## src/rtl/clksrc_pp_pkg.sv

```systemverilog
package clksrc_pp_pkg;
  typedef enum logic [2:0] {
    ST_IDLE,
    ST_BANK,
    ST_FLIP,
    ST_PLL,
    ST_CORE
  } seq_t;

  localparam logic [1:0] CORE_MUX = 2'd0;
  localparam logic [1:0] CORE_PLL = 2'd1;
  localparam logic [1:0] CORE_BUS = 2'd2;
  localparam logic [1:0] CORE_LJ  = 2'd3;
endpackage

```

## src/rtl/clksrc_pp_bankwr.sv

```systemverilog
module clksrc_pp_bankwr #(
  parameter int FIELD_W = 4,
  parameter int SRC_W   = 3,
  parameter int DIV_W   = 4,
  parameter int NBANK   = 2,
  localparam int BANK_W = 2 * FIELD_W,
  localparam int CTL_W  = NBANK * BANK_W
) (
  input  logic [CTL_W-1:0] ctl_i,
  input  logic             bank_i,
  input  logic [SRC_W-1:0] src_i,
  input  logic [DIV_W-1:0] div_i,
  output logic [CTL_W-1:0] ctl_o
);
  logic [BANK_W-1:0] fresh;

  always_comb begin
    fresh = '0;
    fresh[FIELD_W +: SRC_W] = src_i;
    fresh[0 +: DIV_W]       = div_i;
  end

  for (genvar b = 0; b < NBANK; b++) begin : g_bank
    assign ctl_o[b*BANK_W +: BANK_W] =
      (int'(bank_i) == b) ? fresh : ctl_i[b*BANK_W +: BANK_W];
  end
endmodule

```

## src/rtl/clksrc_pp_selupd.sv

```systemverilog
module clksrc_pp_selupd #(
  parameter int SEL_W = 8
) (
  input  logic [SEL_W-1:0] sel_i,
  input  logic             flip_i,
  input  logic             core_wr_i,
  input  logic [1:0]       core_i,
  output logic [SEL_W-1:0] sel_o
);
  always_comb begin
    sel_o = sel_i;
    if (flip_i)    sel_o[0]   = ~sel_i[0];
    if (core_wr_i) sel_o[2:1] = core_i;
  end
endmodule

```

## src/rtl/clksrc_pp_readback.sv

```systemverilog
module clksrc_pp_readback
  import clksrc_pp_pkg::*;
#(
  parameter int SRC_W     = 3,
  parameter int DIV_W     = 4,
  parameter int LVAL_W    = 6,
  parameter bit LOWJIT_OK = 1'b0
) (
  input  logic              clk,
  input  logic              rst,
  input  logic [2:0]        sel_i,
  input  logic [SRC_W-1:0]  src0_i,
  input  logic [DIV_W-1:0]  div0_i,
  input  logic [SRC_W-1:0]  src1_i,
  input  logic [DIV_W-1:0]  div1_i,
  input  logic [LVAL_W-1:0] lval_i,
  output logic [1:0]        rd_core,
  output logic [SRC_W-1:0]  rd_src,
  output logic [DIV_W-1:0]  rd_div,
  output logic [LVAL_W-1:0] rd_lval,
  output logic              rd_illegal
);
  logic [1:0]        core_d;
  logic [SRC_W-1:0]  src_d;
  logic [DIV_W-1:0]  div_d;
  logic [LVAL_W-1:0] lval_d;
  logic              ill_d;

  always_comb begin
    core_d = sel_i[2:1];
    src_d  = '0;
    div_d  = '0;
    lval_d = '0;
    ill_d  = 1'b0;
    case (core_d)
      CORE_MUX, CORE_LJ: begin
        src_d = sel_i[0] ? src0_i : src1_i;
        div_d = sel_i[0] ? div0_i : div1_i;
        ill_d = (core_d == CORE_LJ) && !LOWJIT_OK;
      end
      CORE_PLL: lval_d = lval_i;
      default: ;
    endcase
  end

  always_ff @(posedge clk) begin
    if (rst) begin
      rd_core    <= '0;
      rd_src     <= '0;
      rd_div     <= '0;
      rd_lval    <= '0;
      rd_illegal <= 1'b0;
    end else begin
      rd_core    <= core_d;
      rd_src     <= src_d;
      rd_div     <= div_d;
      rd_lval    <= lval_d;
      rd_illegal <= ill_d;
    end
  end

  // the flag only accompanies the low-jitter code
  assert_illegal_code_R10: assert property (@(posedge clk) disable iff (rst)
    rd_illegal |-> (rd_core == CORE_LJ));

  // a PLL decode never presents mux fields
  assert_pll_no_mux_R8: assert property (@(posedge clk) disable iff (rst)
    (rd_core == CORE_PLL) |-> (rd_src == '0 && rd_div == '0));
endmodule

```

## src/rtl/clksrc_pingpong.sv

```systemverilog
module clksrc_pingpong
  import clksrc_pp_pkg::*;
#(
  parameter int FIELD_W  = 4,
  parameter int SRC_W    = 3,
  parameter int DIV_W    = 4,
  parameter int SEL_W    = 8,
  parameter int PLL_W    = 16,
  parameter int LVAL_W   = 6,
  parameter int LVAL_LSB = 3,
  parameter bit LOWJIT_OK = 1'b0,
  parameter logic [4*FIELD_W-1:0] CTL_RST = '0,
  parameter logic [SEL_W-1:0]     SEL_RST = '0,
  parameter logic [PLL_W-1:0]     PLL_RST = '0
) (
  input  logic                 clk,
  input  logic                 rst,
  input  logic                 req_valid,
  input  logic [1:0]           req_core,
  input  logic [SRC_W-1:0]     req_src,
  input  logic [DIV_W-1:0]     req_div,
  input  logic [LVAL_W-1:0]    req_lval,
  output logic                 busy,
  output logic                 done,
  output logic [4*FIELD_W-1:0] ctl_word,
  output logic [SEL_W-1:0]     sel_word,
  output logic [PLL_W-1:0]     pll_word,
  output logic [1:0]           rd_core,
  output logic [SRC_W-1:0]     rd_src,
  output logic [DIV_W-1:0]     rd_div,
  output logic [LVAL_W-1:0]    rd_lval,
  output logic                 rd_illegal
);
  localparam int NBANK  = 2;
  localparam int BANK_W = 2 * FIELD_W;
  localparam int CTL_W  = NBANK * BANK_W;

  seq_t              state_q;
  logic [CTL_W-1:0]  ctl_q, ctl_bank;
  logic [SEL_W-1:0]  sel_q, sel_next;
  logic [PLL_W-1:0]  pll_q, pll_ins;
  logic              done_q;
  logic [1:0]        tgt_core;
  logic [SRC_W-1:0]  tgt_src;
  logic [DIV_W-1:0]  tgt_div;
  logic [LVAL_W-1:0] tgt_lval;

  logic [SRC_W-1:0]  bank_src [NBANK];
  logic [DIV_W-1:0]  bank_div [NBANK];
  logic [BANK_W-1:0] active_byte;

  // Idle bank index is the select bit itself.
  clksrc_pp_bankwr #(
    .FIELD_W(FIELD_W), .SRC_W(SRC_W), .DIV_W(DIV_W), .NBANK(NBANK)
  ) u_bankwr (
    .ctl_i (ctl_q),
    .bank_i(sel_q[0]),
    .src_i (tgt_src),
    .div_i (tgt_div),
    .ctl_o (ctl_bank)
  );

  clksrc_pp_selupd #(.SEL_W(SEL_W)) u_selupd (
    .sel_i    (sel_q),
    .flip_i   (state_q == ST_FLIP),
    .core_wr_i(state_q == ST_CORE),
    .core_i   (tgt_core),
    .sel_o    (sel_next)
  );

  always_comb begin
    pll_ins = pll_q;
    pll_ins[LVAL_LSB +: LVAL_W] = tgt_lval;
  end

  for (genvar b = 0; b < NBANK; b++) begin : g_field
    assign bank_src[b] = ctl_q[b*BANK_W + FIELD_W +: SRC_W];
    assign bank_div[b] = ctl_q[b*BANK_W +: DIV_W];
  end

  assign active_byte = sel_q[0] ? ctl_q[BANK_W-1:0] : ctl_q[CTL_W-1:BANK_W];

  always_ff @(posedge clk) begin
    if (rst) begin
      state_q  <= ST_IDLE;
      ctl_q    <= CTL_RST;
      sel_q    <= SEL_RST;
      pll_q    <= PLL_RST;
      done_q   <= 1'b0;
      tgt_core <= '0;
      tgt_src  <= '0;
      tgt_div  <= '0;
      tgt_lval <= '0;
    end else begin
      done_q <= 1'b0;
      case (state_q)
        ST_IDLE: if (req_valid) begin
          tgt_core <= req_core;
          tgt_src  <= req_src;
          tgt_div  <= req_div;
          tgt_lval <= req_lval;
          case (req_core)
            CORE_MUX: state_q <= ST_BANK;
            CORE_PLL: state_q <= ST_PLL;
            default:  state_q <= ST_CORE;
          endcase
        end
        ST_BANK: begin
          ctl_q   <= ctl_bank;
          state_q <= ST_FLIP;
        end
        ST_FLIP: begin
          sel_q   <= sel_next;
          state_q <= ST_CORE;
        end
        ST_PLL: begin
          pll_q   <= pll_ins;
          state_q <= ST_CORE;
        end
        ST_CORE: begin
          sel_q   <= sel_next;
          done_q  <= 1'b1;
          state_q <= ST_IDLE;
        end
        default: state_q <= ST_IDLE;
      endcase
    end
  end

  clksrc_pp_readback #(
    .SRC_W(SRC_W), .DIV_W(DIV_W), .LVAL_W(LVAL_W), .LOWJIT_OK(LOWJIT_OK)
  ) u_readback (
    .clk       (clk),
    .rst       (rst),
    .sel_i     (sel_q[2:0]),
    .src0_i    (bank_src[0]),
    .div0_i    (bank_div[0]),
    .src1_i    (bank_src[1]),
    .div1_i    (bank_div[1]),
    .lval_i    (pll_q[LVAL_LSB +: LVAL_W]),
    .rd_core   (rd_core),
    .rd_src    (rd_src),
    .rd_div    (rd_div),
    .rd_lval   (rd_lval),
    .rd_illegal(rd_illegal)
  );

  assign busy     = (state_q != ST_IDLE);
  assign done     = done_q;
  assign ctl_word = ctl_q;
  assign sel_word = sel_q;
  assign pll_word = pll_q;

  // the live bank is untouched while the idle one is written
  assert_live_bank_kept_R2: assert property (@(posedge clk) disable iff (rst)
    (state_q == ST_BANK) |=> $stable(active_byte));

  // the select bit inverts right after the bank write
  assert_select_flip_R3: assert property (@(posedge clk) disable iff (rst)
    (state_q == ST_FLIP) |=> (sel_q[0] != $past(sel_q[0])));

  // completion is a single-cycle pulse
  assert_done_pulse_R3: assert property (@(posedge clk) disable iff (rst)
    done |=> !done);

  // core-source write keeps the select bit and upper bits
  assert_core_keep_R4: assert property (@(posedge clk) disable iff (rst)
    (state_q == ST_CORE) |=> (sel_q[0] == $past(sel_q[0]) &&
                              sel_q[SEL_W-1:3] == $past(sel_q[SEL_W-1:3])));

  // the control word changes only in the bank-write step
  assert_ctl_only_bank_R5: assert property (@(posedge clk) disable iff (rst)
    (state_q != ST_BANK) |=> $stable(ctl_q));

  // the PLL word changes only in the PLL step
  assert_pll_only_step_R6: assert property (@(posedge clk) disable iff (rst)
    (state_q != ST_PLL) |=> $stable(pll_q));
endmodule

```

## config.mk

```make
export PLATFORM = sky130hd
export DESIGN_NAME = clksrc_pingpong
export DESIGN_NICKNAME = d
export VERILOG_FILES = /design/src/rtl/clksrc_pp_pkg.sv /design/src/rtl/clksrc_pp_bankwr.sv /design/src/rtl/clksrc_pp_selupd.sv /design/src/rtl/clksrc_pp_readback.sv /design/src/rtl/clksrc_pingpong.sv
export SDC_FILE = /design/constraint.sdc
export NUM_CORES = 1
export LEC_CHECK = 0
export BUFFER_PORTS_ARGS = -buffer_cell sky130_fd_sc_hd__buf_2
export CAP_MARGIN = 20
export CELL_PAD_IN_SITES_DETAIL_PLACEMENT = 2
export CELL_PAD_IN_SITES_GLOBAL_PLACEMENT = 2
export CORE_ASPECT_RATIO = 0.6
export CORE_MARGIN = 3
export CORE_UTILIZATION = 26
export CTS_BUF_LIST = sky130_fd_sc_hd__clkbuf_16
export DETAILED_ROUTE_END_ITERATION = 16
export PLACE_DENSITY_LB_ADDON = 0.25
export SLEW_MARGIN = 10
export SYNTH_ARGS = -nofsm -noshare
export SYNTH_HDL_FRONTEND = slang
export SYNTH_HIERARCHICAL = 1
export SYNTH_SLANG_ARGS = --single-unit
```

## constraint.sdc

```tcl
create_clock -name clk -period 3.4 [get_ports clk]
set_input_delay 0.17 -clock clk [delete_from_list [all_inputs] [get_ports clk]]
set_output_delay 0.17 -clock clk [all_outputs]
set_load 0.05 [all_outputs]
```

### After elaboration in Yosys (flattened, before gate mapping)

Cells that the tools add are included.

* output and inout port bits: 58
* logic and storage cells: 47
* flip-flop bits (word level): 58
* input port bits: 18

* bitwise gates (word level): 3
* eq/ne operators: 8
* reduce and logical (&&, ||, !) cells: 14
* muxes and demuxes: 6

Operators with widths (count)
* 2-bit AND reduction: 5
* 2-bit OR reduction: 5
* 3-bit case mux with 3 select lines: 1
* 3-bit by 2-bit equality test with 1-bit output (second input constant): 2
* 3-bit 2-to-1 mux: 2
* 3-bit case mux with 2 select lines: 1
* 2-bit by 1-bit equality test with 1-bit output (second input constant): 2
* 2-bit zero test: 2
* 4-bit 2-to-1 mux: 1
* 3-bit by 1-bit equality test with 1-bit output (second input constant): 1
* 3-bit equality test (second input constant): 1
* 3-bit zero test: 1
* 1-bit NOT: 3
* 3-bit nonzero test: 1
* 2-bit equality test (second input constant): 1
* 2-bit inequality test (second input constant): 1
* 1-bit 2-to-1 mux: 1

### Depth between registers and ports, before layout

* depth in word-level cells: 4
* depth in mapped cells: 6

### Modules after synthesis

The synthesis kept the hierarchy.

By module, submodules not included
* clksrc_pingpong: cells an instance 223, area an instance 1960.6 um2, instances 1, seq. area each 980.9 um2
* clksrc_pp_readback: cells an instance 47, area an instance 564.3 um2, instances 1, seq. area each 320.3 um2
* clksrc_pp_bankwr: cells an instance 18, area an instance 235.2 um2, instances 1, seq. area each 0.0 um2
* clksrc_pp_selupd: cells an instance 8, area an instance 68.8 um2, instances 1, seq. area each 0.0 um2

### Worst setup path before layout

OpenSTA, ideal clock, no wires.

* kind: reg-to-reg
* start: reg sel_q[0] (netlist: sel_word[0])
* end: reg ctl_q[3] (netlist: ctl_word[3])
* cell stages (with the launch flop): 6
* data arrival time: 1.415 ns
* required time: 3.268 ns
* path slack: 1.853 ns
* setup time: 0.132 ns
* clock period less this slack: 1.547 ns
* cells stage by stage: dfxtp_1 -> buf_6 -> buf_12 -> mux2_4 -> nand2_1 -> a21oi_1

* cells in the longest elaborated chain, start to end: 2

RTL lines
* start, declared: RTL line clksrc_pingpong.sv:40 `logic [SEL_W-1:0] sel_q, sel_next;`
* start signal, assigned: RTL line clksrc_pingpong.sv:113 `sel_q <= sel_next;`
* start signal, assigned: RTL line clksrc_pingpong.sv:121 `sel_q <= sel_next;`
* 1-bit NOT (no source line)
* 2-bit AND reduction (no source line)
* end signal, assigned: RTL line clksrc_pingpong.sv:109 `ctl_q <= ctl_bank;`
* end, declared: RTL line clksrc_pingpong.sv:39 `logic [CTL_W-1:0] ctl_q, ctl_bank;`

Every way passes these cells.
A chain may end at the register's enable or synchronous reset.

### Worst setup path after layout

* start: reg state_q[0]
* end: reg state_q[1]

* cells in the longest elaborated chain, start to end: 3

RTL lines
* start, declared: RTL line clksrc_pingpong.sv:38 `seq_t state_q;`
* start signal, assigned: RTL line clksrc_pingpong.sv:85 `state_q <= ST_IDLE;`
* start signal, assigned: RTL line clksrc_pingpong.sv:103 `CORE_MUX: state_q <= ST_BANK;`
* start signal, assigned: RTL line clksrc_pingpong.sv:104 `CORE_PLL: state_q <= ST_PLL;`
* 3-bit by 2-bit equality test with 1-bit output: RTL line clksrc_pingpong.sv:96 `case (state_q)`
* 2-bit OR reduction (no source line)
* 3-bit case mux with 3 select lines: RTL line clksrc_pingpong.sv:96

Parallel ways exist; a longest one is shown, timed or not.

==> key figures <==
Cells and area
  – Area delta synth->final: 20.6%
  – Final cell count without fillers: 489
  – Final instance area: roughly 3400 um2
  – Final core occ: between 30% and 40%
  – Most frequent cells in the layout: dfxtp_1, buf_2, nand2_1
  – ANT cells: 0
  – Final nets: between 300 and 400
  – Share of cells above drive strength 1: a little under a third

Critical path
  – Reg2reg setup slack: roughly 1.6 ns
  – Worst Setup End Kind: flop
  – Required @ worst endpoint: roughly 3.6 ns
  – Worst Path Buf+Inv: 0
  – CP Max Fanout: 17
  – Worst EP arrival: roughly 2 ns
  – Crit-path slowest cell: nor3b_4
  – Cell Chain, Critical Path: nor3b_4, a21oi_1, nor4_1
  – R2r worst-path depth: 3
  – CP delay by family, top: simple AND/OR/NAND/NOR gates
  – Worst R2R End: state_q[1]
  – FF-to-FF Start: state_q[0]
  – CP startpoint kind: flop
  – Critical path's largest stage delay: approximately 0.75 ns
  – Crit path kind: flop to flop

Drt
  – Post-route ant nets: 0
  – Drt via density: around 4.4
  – Number of remaining DRC errors: 0
  – First-pass DRT Iterations: 4
  – Wirelength per Cell: between 10 and 15 um
  – Vias: between 2000 and 2500
  – Overall routed net length: 7180 um
  – DRT iter0 DRCs: 87

STA
  – Post-route minimum period: roughly 1.8 ns
  – Final period utilization: between 50% and 60%
  – Worst Tran Pin Value: roughly 0.94 ns
  – Final hold violations: 0
  – Clock Skew: 0.00440 ns
  – Relative slew slack: ~37%
  – Hold slack: about 0.086 ns
  – Final setup margin: 1.63 ns
  – Pins Over Slew Limit: 0
  – Setup TNS: 0 ns
  – Max Freq: roughly 0.56 GHz
  – RSZ-0062 raised after global routing: false
  – Final setup vio count: 0

Power
  – Switching power: around 0.45 mW
  – Seq pwr share: between 40% and 50%
  – Clock power frac: 48.4%
  – Pwr dens: between 500 and 600 nW/um2
  – Tot Pwr: roughly 1.8 mW
  – Pint: about 1.4 mW
  – Combinational Power Share: slightly above 8%
  – Net Sw Frac: about a quarter
  – Max VDD drop: about 0.23 mV
  – Leak: approximately 1.5 nW

Clock tree
  – Hold buffers post-CTS: 0
  – Post-CTS Setup Inserts: 0
  – Cts repair resizes: 0
  – TritonCTS clock tree: yes
  – Reg clk slew, reported paths: ~0.05 ns
  – Clock Sinks: 65
  – Max Root-Sink Buffers: 2
  – H-tree Lvls: 3
  – CTS Buf Count: 9
  – Later-pin clock latency in the skew report: 0.33 ns
  – Root buf cell: clkbuf_16

Die
  – Die height: 86.8 um
  – IO Count: 76
  – Chip width: 141 um
  – FP Rows: 28
  – Core area: between 10000 and 15000 um2
  – Die Footprint: roughly 12000 um2
  – Initial Utilization: 27.7%

Global routing
  – GRT busiest layer: met2
  – Met2 track demand over resource: between 10% and 20%
  – GRT Total Usage: between 10% and 20%
  – Initial antenna violation count: 0
  – Pin count of the biggest net entering global routing: 38
  – First-pass GRT wire length: approximately 12000 um
  – Vias in the first global route: 2291
  – GRT met3 Usage: 5.07%
  – M1 GR Usage: 15.8%
  – Total gr overflow: 0

Place
  – Placed Area: ~3100 um2
  – Port bufs: 65
  – Placed Cells: ~470
  – Hpwl dp: between 5000 and 6000 um
  – Pre-CTS WS: around 1.3 ns
  – Global placement routability congestion: around 0.72

Synthesis
  – Synth top area cells: dfxtp_1, nand2_1, mux2i_1, a21oi_1, buf_4
  – Post-Syn Instances: approximately 300
  – YS warnings: 6
  – Yosys top cell by area: dfxtp_1
  – Synth Register Bits: 65
  – Post-synth top area share: approximately 46%
  – Mapped cell area: 2830 um2
  – Sequential cell area fraction in the yosys report: a little under half
  – Avg Cell Area, Syn: about 9.6 um2
  – Distinct cell type count after synthesis: 37

Worst hold path
  – Hold crit path type: input port to flop
  – Hold Path Cell Cnt: 3
  – Hold_sp: req_src[2]
  – End of the worst hold path: tgt_src[2]

Job
  – Max cap viols: 0

Run status
  – Status: finished clean
[sequential cells by signal, summed over array words and instances (netlist names), 2 cells and up]
name,flops
tgt_src,3
u_readback/rd_div,4
tgt_core,2
ctl_word,16
u_readback/rd_src,3
u_readback/rd_core,2
tgt_div,4
sel_word,8
tgt_lval,6
state_q,3
pll_word,6
u_readback/rd_lval,6
[worst min-delay path, stage by stage]
cell and delay [ns]:
buf_2 0.10, nand2_1 0.05, a21oi_1 0.05
[metal layers]
layer  up-vias  share of wire, %
li1       1053                 -
met1      1032                49
met2        46                45
met3         6               5.3
met4         0              0.79
met5         -                 0
[cell families (layout without fill, tap and decap cells)]
kind of cell             Yosys count  in the layout  synth area share, %
AND/OR/NAND/NOR                  119            119                 22.2
flip-flops                        65             65                 46.0
multiplexers                      37             37                 14.9
buffers and inverters             37             86                 9.38
AO/OA/AOI/OAI                     33             33                 5.88
adder cells (fa/ha/maj)            2              2                0.884
XOR/XNOR                           2              2                0.619
other                              1             10                0.133
[cells in the mapped netlist]
cell type / instances
dfxtp_1: 65
nand2_1: 62
a21oi_1: 32
mux2i_1: 21
buf_4: 19
nand2b_1: 16
clkbuf_1: 8
mux2_2: 8
mux2_4: 8
nor2_1: 8
nor2_2: 8
and2_1: 6
buf_6: 5
inv_1: 3
and2b_2: 2
ha_1: 2
nor3b_1: 2
nor4_1: 2
a31oi_1: 1
and2_2: 1
and3b_1: 1
buf_12: 1
buf_2: 1
conb_1: 1
nand2b_4: 1
nand3b_1: 1
nor2_4: 1
nor2b_1: 1
nor2b_2: 1
nor3_1: 1
nor3b_2: 1
nor4b_4: 1
or3_1: 1
or3b_1: 1
or4b_4: 1
xnor2_1: 1
xor2_1: 1
[worst max path at each step]
stage	start	endpoint	slack [ns]	depth (start not counted)
after floorplan	sel_word[0]	ctl_word[3]	1.85	5
after global placement	state_q[0]	state_q[1]	1.47	3
after detailed placement	state_q[0]	state_q[1]	1.26	3
after CTS	state_q[0]	state_q[1]	1.31	3
after global routing	state_q[0]	state_q[1]	1.41	3
final	state_q[0]	state_q[1]	1.63	3
[layout make-up]
type / count / area (um2)
Clock buffer: 9 / 225
Clock inverter: 7 / 61.3
Fill cell: 1177 / 6820
Inverter: 3 / 11.3
Multi-Input combinational cell: 203 / 1300
Sequential cell: 65 / 1300
Tap cell: 135 / 169
Timing Repair Buffer: 67 / 340
[power groups by stage]
stage | Combinational, mW | Clock [mW] | Sequential, mW
global placement | 0.149 | 0 | 0.811
floorplan | 0.132 | 0 | 0.809
detailed placement | 0.151 | 0 | 0.813
finish | 0.149 | 0.886 | 0.797
global route | 0.165 | 0.951 | 0.799
CTS | 0.152 | 0.914 | 0.796
(Power assumes the default switching activity.)
